--- src/rtl/prbs_chk_pkg.sv ---
package prbs_chk_pkg;
  localparam int HIST_W  = 31;
  localparam int NUM_PAT = 4;

  typedef enum logic [2:0] {
    SEL_OFF = 3'd0,
    SEL_P7  = 3'd1,
    SEL_P15 = 3'd2,
    SEL_P23 = 3'd3,
    SEL_P31 = 3'd4
  } pat_sel_e;

  // Long feedback lag for pattern index 0..3
  function automatic int lag_long(input int idx);
    case (idx)
      0:       return 7;
      1:       return 15;
      2:       return 23;
      default: return 31;
    endcase
  endfunction

  // Short feedback lag for pattern index 0..3
  function automatic int lag_short(input int idx);
    case (idx)
      0:       return 6;
      1:       return 14;
      2:       return 18;
      default: return 28;
    endcase
  endfunction

  function automatic logic pat_is_active(input logic [2:0] sel);
    return (sel >= SEL_P7) && (sel <= SEL_P31);
  endfunction
endpackage

--- src/rtl/prbs_chk_predict.sv ---
module prbs_chk_predict
  import prbs_chk_pkg::*;
#(
  parameter int DATA_W = 32
) (
  input  logic [DATA_W-1:0] word_i,
  input  logic [HIST_W-1:0] hist_i,    // [HIST_W-1] is the newest bit
  input  logic [1:0]        pat_idx_i,
  output logic [DATA_W-1:0] miss_o,
  output logic [HIST_W-1:0] hist_o
);
  localparam int EXT_W = DATA_W + HIST_W;

  logic [EXT_W-1:0] ext;
  logic [NUM_PAT-1:0][DATA_W-1:0] miss_pat;

  // History followed by the new word, oldest bit at index 0
  assign ext = {word_i, hist_i};

  for (genvar g = 0; g < NUM_PAT; g++) begin : g_pat
    localparam int LN = lag_long(g);
    localparam int LS = lag_short(g);
    for (genvar i = 0; i < DATA_W; i++) begin : g_bit
      // Prediction uses received bits only, which makes the check self-synchronising
      assign miss_pat[g][i] = ext[HIST_W+i] ^ ext[HIST_W+i-LN] ^ ext[HIST_W+i-LS];
    end
  end

  assign miss_o = miss_pat[pat_idx_i];
  assign hist_o = ext[EXT_W-1 -: HIST_W];
endmodule

--- config.mk ---
export PLATFORM = sky130hd
export DESIGN_NAME = prbs_chk_predict
export DESIGN_NICKNAME = d
export VERILOG_FILES = /design/src/rtl/prbs_chk_pkg.sv /design/src/rtl/prbs_chk_predict.sv
export SDC_FILE = /design/constraint.sdc
export NUM_CORES = 1
export LEC_CHECK = 0
export ABC_AREA = 1
export CAP_MARGIN = 20
export CORE_MARGIN = 8
export CORE_UTILIZATION = 53
export DETAILED_ROUTE_END_ITERATION = 16
export GPL_TIMING_DRIVEN = 0
export PLACE_DENSITY = 0.95
export SLEW_MARGIN = 10
export SYNTH_ARGS = -nofsm -noshare
export SYNTH_HDL_FRONTEND = slang
export SYNTH_SLANG_ARGS = --single-unit
--- constraint.sdc ---
create_clock -name vclk -period 1.9
set_clock_uncertainty 0.1 [all_clocks]
set_input_delay 0.285 -clock vclk [all_inputs]
set_output_delay 0.285 -clock vclk [all_outputs]
set_load 0.01 [all_outputs]
==> out/metrics.yaml, run 1 <==
pwr:
  p_per_area_nw_per_um2: 284.4
  pwr-share-comb: 1.000
  p_leak_nw: 3.326
  peakVddDrop_mv: 0.2147
  internal_power_mw: 0.6051
  switching_power_mw: 0.9311
  swShare: 0.6061
  power_frac_clock: 0
  seqPwrFrac: 0
synth:
  synth_top_area_frac: 0.5493
  ys_warn_count: 0
  syn_nets: 972
  syn_area_um2: 3909
  synthTopCellsByArea: "nand2_1 (55%), nand3_1 (26%), buf_4 (7.3%), inv_1 (5.8%), buf_6 (3.2%)"
  synth_most_common_cell: "nand2_1"
  yosysTopAreaCell: "nand2_1"
  ys_top_cells_by_count: "nand2_1 (572), nand3_1 (204), inv_1 (60)"
  ys_seq_area_frac: 0
  synthCells: 907
  synthDistinctLibCells: 8
  avgSynthCellArea_um2: 4.310
finish:
  nClkBuffers: 0
  nets: 1104
  nFlopsAndLatches: 0
  post-route-util: 0.7487
  final_area_um2: 5401
  regArea_um2: 0
  syn_to_final_growth_pct: 38.19
  drive_gt1_frac: 0.1707
  antenna_cells: 0
  num-fill-cells: 675
timing:
  finalSetupViolCount: 0
  period_minus_slack_ns: 1.865
  hold_ws_ns: 0.8381
  slew_viol_final: 0
  max_freq_ghz: 0.5361
  fin_crit_sh: 0.9818
  worstMarginPinSlew_ns: 0.3056
  tns_ns: 0
  slew_headroom: 0.7963
  timing.final.hold_violations: 0
  setup_slack_ns: 0.03467
worst_setup_path:
  crit_top_cell: "nand2_1"
  cpPeakStageDelay_ns: 0.28
  critical-path-top-delay-family: "buffers and inverters"
  critical_path_class: "input port to output port"
  cp_slowest_cell: "dlygate4sd2_1"
  critical_path.endpoint_type: "output port"
  crit_chain: "buf_6 -> clkinvlp_4 -> nand2_1 -> nand3_1 -> nand3_1 -> nand2_1 -> nand2_1 -> nand2_1 -> dlygate4sd2_1"
  critPathBufInv: 3
  start_kind: "input port"
  crit_arrival_ns: 1.48
  path_max_fanout: 9
  required_ns: 1.51
  worst-path-stages: 9
placed_design:
  gp_congestion: 1.092
  dp_slack_ns: -0.8410
  hpwl_um: 14310
  place_area_um2: 5164
  port_buffers: 113
run_status:
  status: "complete, no violations"
floorplan:
  die_x_um: 101.9
  num_rows: 31
  ios: 128
  dieArea_um2: 10380
  core-area_um2: 7214
  start_util: 0.5418
  fp.dieH_um: 101.9
grt:
  grt_max_degree: 11
  antenna_found_initial: 0
  gr-total-overflow: 0
  grt_pass1_vias: 6062
  grt_pass1_wl_um: 30590
  grt_usage: 0.3716
detailed_routing:
  route.vias.total: 6629
  dr.pass1.iters: 9
  routedWlPerCell_um: 17.70
  viasPerCell: 5.835
  drt_wl_total_um: 20110
  drt-initial-drc-count: 931
  drc: 0
  antenna_left: 0
flow_run:
  cap_violations: 0
clock_tree:
  postCtsHoldBufs: 0
min_path:
  hold_path.class: "input port to output port"
  min_path_cells: 4
tightest hold or removal path, stage by stage:
cell and delay [ns]:
buf_6 0.13, nand2_1 0.07, nand2_1 0.04, clkbuf_2 0.12
stage by stage:
stage	cells	power, mW
after floorplan	907	0.8311
after global placement	1119	1.449
after detailed placement	1119	1.461
after CTS	1131	1.457
after global routing	1136	1.656
final	1136	1.536
placed cells by master, fill, tap and decap left out, drive strengths merged:
cell           netlist  final
clkdlybuf4s15        0     22
clkbuf               0      5
dlymetal6s2s         0      6
nand2              572    572
clkdlybuf4s18        0      4
dlygate4sd2          0     24
clkdlybuf4s50        0     34
clkinvlp             0     10
inv                 65     55
buf                 66    101
nand3              204    204
cell type report:
type	count	area [µm²]	share of cell area
inverters	65	329.1	0.06092
multi-input cells	776	3216	0.5953
well taps	99	123.9	0.02293
repair buffers	130	1161	0.2150
plain buffers	66	571.8	0.1059
per-layer routing:
layer / vias to the layer above / track usage / share of wire
li1: 3085 / - / -
met1: 2797 / 0.4608 / 0.35
met2: 618 / 0.5714 / 0.41
met3: 129 / 0.1185 / 0.18
met5: - / 0 / 0
met4: 0 / 0.1704 / 0.060
worst paths after layout:
check | start | slack [ns] | end
worst max-delay path | hist_i[30] | 0.03 | miss_o[30]
worst min-delay path | word_i[4] | 0.84 | miss_o[4]
cells by family after synthesis:
| group | after synthesis | synth area share |
|---|---|---|
| and+or+nand+nor | 776 | 0.8105 |
| buffers and inverters | 131 | 0.1895 |
repair_timing:
action                                 CTS  global route
setup buffers                           12             5
gates resized for setup                264            39
endpoints found under the hold margin    0             0
setup endpoints to repair               51            23
cloned                                   0             0
power groups by stage:
stage / clock, mW / combinational (mW) / sequential, mW
global route: 0 / 1.66 / 0
finish: 0 / 1.54 / 0
CTS: 0 / 1.46 / 0
global placement: 0 / 1.45 / 0
detailed placement: 0 / 1.46 / 0
floorplan: 0 / 0.831 / 0
Power figures use the tool's default switching activity.
==> inputs of run 2 (changes only) <==
Settings changed: CORE_UTILIZATION 53 to 40, PLACE_DENSITY 0.95 to 0.79.
==> run 2 against run 1 <==
Compared with the run above:
- first-iteration DRC count shrank 5.4%
- non-clock buffer count is 7 higher
- maximum frequency is 2.1% higher
- wire length up 0.35%
- hold slack worse by 0.013 ns
- combinational power barely moved
- largest power group unchanged
- utilization shrank 19 points
==> out/metrics.yaml, run 2 (synthesis gave the netlist of run 1 again) <==
grt:
  grt_pass1_wl_um: 30280  # was 30590 µm
  gr-total-overflow: 0  # unchanged
  grt_pass1_vias: 5740  # was 6062
  grt_max_degree: 11  # unchanged
  grt_usage: 0.2894  # was 0.3716
  antenna_found_initial: 0  # unchanged
worst_setup_path:
  crit_arrival_ns: 1.44  # was 1.48 ns
  required_ns: 1.51  # about the same
  start_kind: "input port"  # unchanged
  critical_path.endpoint_type: "output port"  # unchanged
  critical_path_class: "input port to output port"  # unchanged
  path_max_fanout: 8  # was 9
pwr:
  peakVddDrop_mv: 0.1410  # was 0.2147 mV
  p_leak_nw: 3.335  # was 3.326 nW
  power_mw: 1.524  # was 1.536 mW
  p_per_area_nw_per_um2: 280.7  # was 284.4 nW/µm²
finish:
  layout_common_cells: "nand2_1 (572), nand3_1 (199), buf_4 (63), clkdlybuf4s50_1 (35), inv_1 (26)"  # was nand2_1 (571), nand3_1 (195), buf_4 (56), clkdlybuf4s50_1 (34)
  num-fill-cells: 1110  # was 675
  regArea_um2: 0  # unchanged
  syn_to_final_growth_pct: 38.92  # was 38.19%
  drive_gt1_frac: 0.1734  # was 0.1707
  post_layout_nonfiller_instances: 1177  # was 1136
  antenna_cells: 0  # unchanged
  multi_input_area_um2: 3193  # was 3216 µm²
  nets: 1111  # was 1104
  nClkBuffers: 0  # unchanged
  nFlopsAndLatches: 0  # unchanged
  final_common_cell: "nand2_1"  # unchanged
detailed_routing:
  antenna_left: 0  # unchanged
  drt-initial-drc-count: 881  # was 931
  drc: 0  # unchanged
  routedWlPerCell_um: 17.14  # was 17.70 µm
  dr.pass1.iters: 6  # was 9
  route.vias.total: 6468  # was 6629
  viasPerCell: 5.495  # was 5.835
  drt_wl_total_um: 20180  # was 20110 µm
floorplan:
  fp.dieH_um: 114.9  # was 101.9 µm
  ios: 128  # unchanged
  core-area_um2: 9639  # was 7214 µm²
  dieArea_um2: 13190  # was 10380 µm²
  die_x_um: 114.9  # was 101.9 µm
  start_util: 0.4055  # was 0.5418
  num_rows: 36  # was 31
clock_tree:
  postCtsHoldBufs: 0  # unchanged
placed_design:
  dp_cells: 1153  # was 1119
  hpwl_um: 14610  # was 14310 µm
  port_buffers: 113  # unchanged
  gp_congestion: 1.013  # was 1.092
timing:
  finalSetupViolCount: 0  # unchanged
  slew_headroom: 0.7125  # was 0.7963
  slew_viol_final: 0  # unchanged
  period_minus_slack_ns: 1.827  # was 1.865 ns
  worstMarginPinSlew_ns: 0.4308  # was 0.3056 ns
  timing.final.hold_violations: 0  # unchanged
  fin_crit_sh: 0.9614  # was 0.9818
  tns_ns: 0  # unchanged
  max_freq_ghz: 0.5474  # was 0.5361 GHz
run_status:
  status: "complete, no violations"  # unchanged
flow_run:
  cap_violations: 0  # unchanged
min_path:
  hold_path.class: "input port to output port"  # unchanged
## run 2: changes by cell type in the layout (fill, tap and decap cells not counted), moves of 3 or more
cell	before	now
dlygate4sd2_1	24	21
nand3_2	9	5
buf_4	56	63
nand3_1	195	199
clkdlybuf4s18_2	4	1
clkbuf_2	4	9
## run 2: worst max-delay path, cell delays in order
cell	delay, ns
buf_6	0.13
clkinvlp_4	0.14
buf_4	0.18
nand2_1	0.06
nand3_1	0.06
nand3_1	0.10
nand2_1	0.06
nand2_1	0.05
nand2_1	0.07
dlygate4sd2_1	0.29
## run 2: per-stage QoR
step / worst slack [ns] / hold WS (ns) / instance area (µm²) / utilization
2_1_floorplan: 0.5366 / 0.5618 / 3909 / -
3_3_place_gp: -0.8759 / 1.044 / 5206 / 0.5401
3_5_place_dp: -0.9044 / 1.044 / 5206 / 0.5401
4_1_cts: -0.08618 / 0.9340 / 5411 / 0.5614
5_1_grt: -0.003977 / 0.8453 / 5430 / 0.5633
6_report: 0.07334 / 0.8253 / 5430 / 0.5633
## run 2: timing repair
| action | in CTS | in global routing |
|---|---|---|
| pin swaps | 0 | 0 |
| buffers inserted | 19 | 5 |
| setup endpoints to repair | 50 | 26 |
| resized for setup | 267 | 42 |
| cloned | 0 | 0 |
## run 2: layout make-up
cell class                 instances  share of cell area
multi-input combinational        776              0.5880
tap                              133             0.03065
inverter                          65             0.05899
buffer                            66              0.1065
timing repair buffer             137              0.2159
## run 2: final timing paths
kind | startpoint | depth (start not counted) | slack [ns] | to
worst max-delay path | word_i[4] | 10 | 0.07 | miss_o[11]
worst min-delay path | word_i[4] | 4 | 0.83 | miss_o[4]
## run 2: metal layers
metal	vias to the layer above	share of wire	GRT usage
li1	3095	-	-
met1	2766	0.37	0.3674
met2	515	0.43	0.4680
met3	92	0.15	0.05620
met4	0	0.046	0.1182
met5	-	0	0
## run 2: power by group
part	leakage (nW)	internal, mW	switching, mW
clock network	0	0	0
logic	3.34	0.607	0.917
registers	0	0	0
total	3.34	0.607	0.917
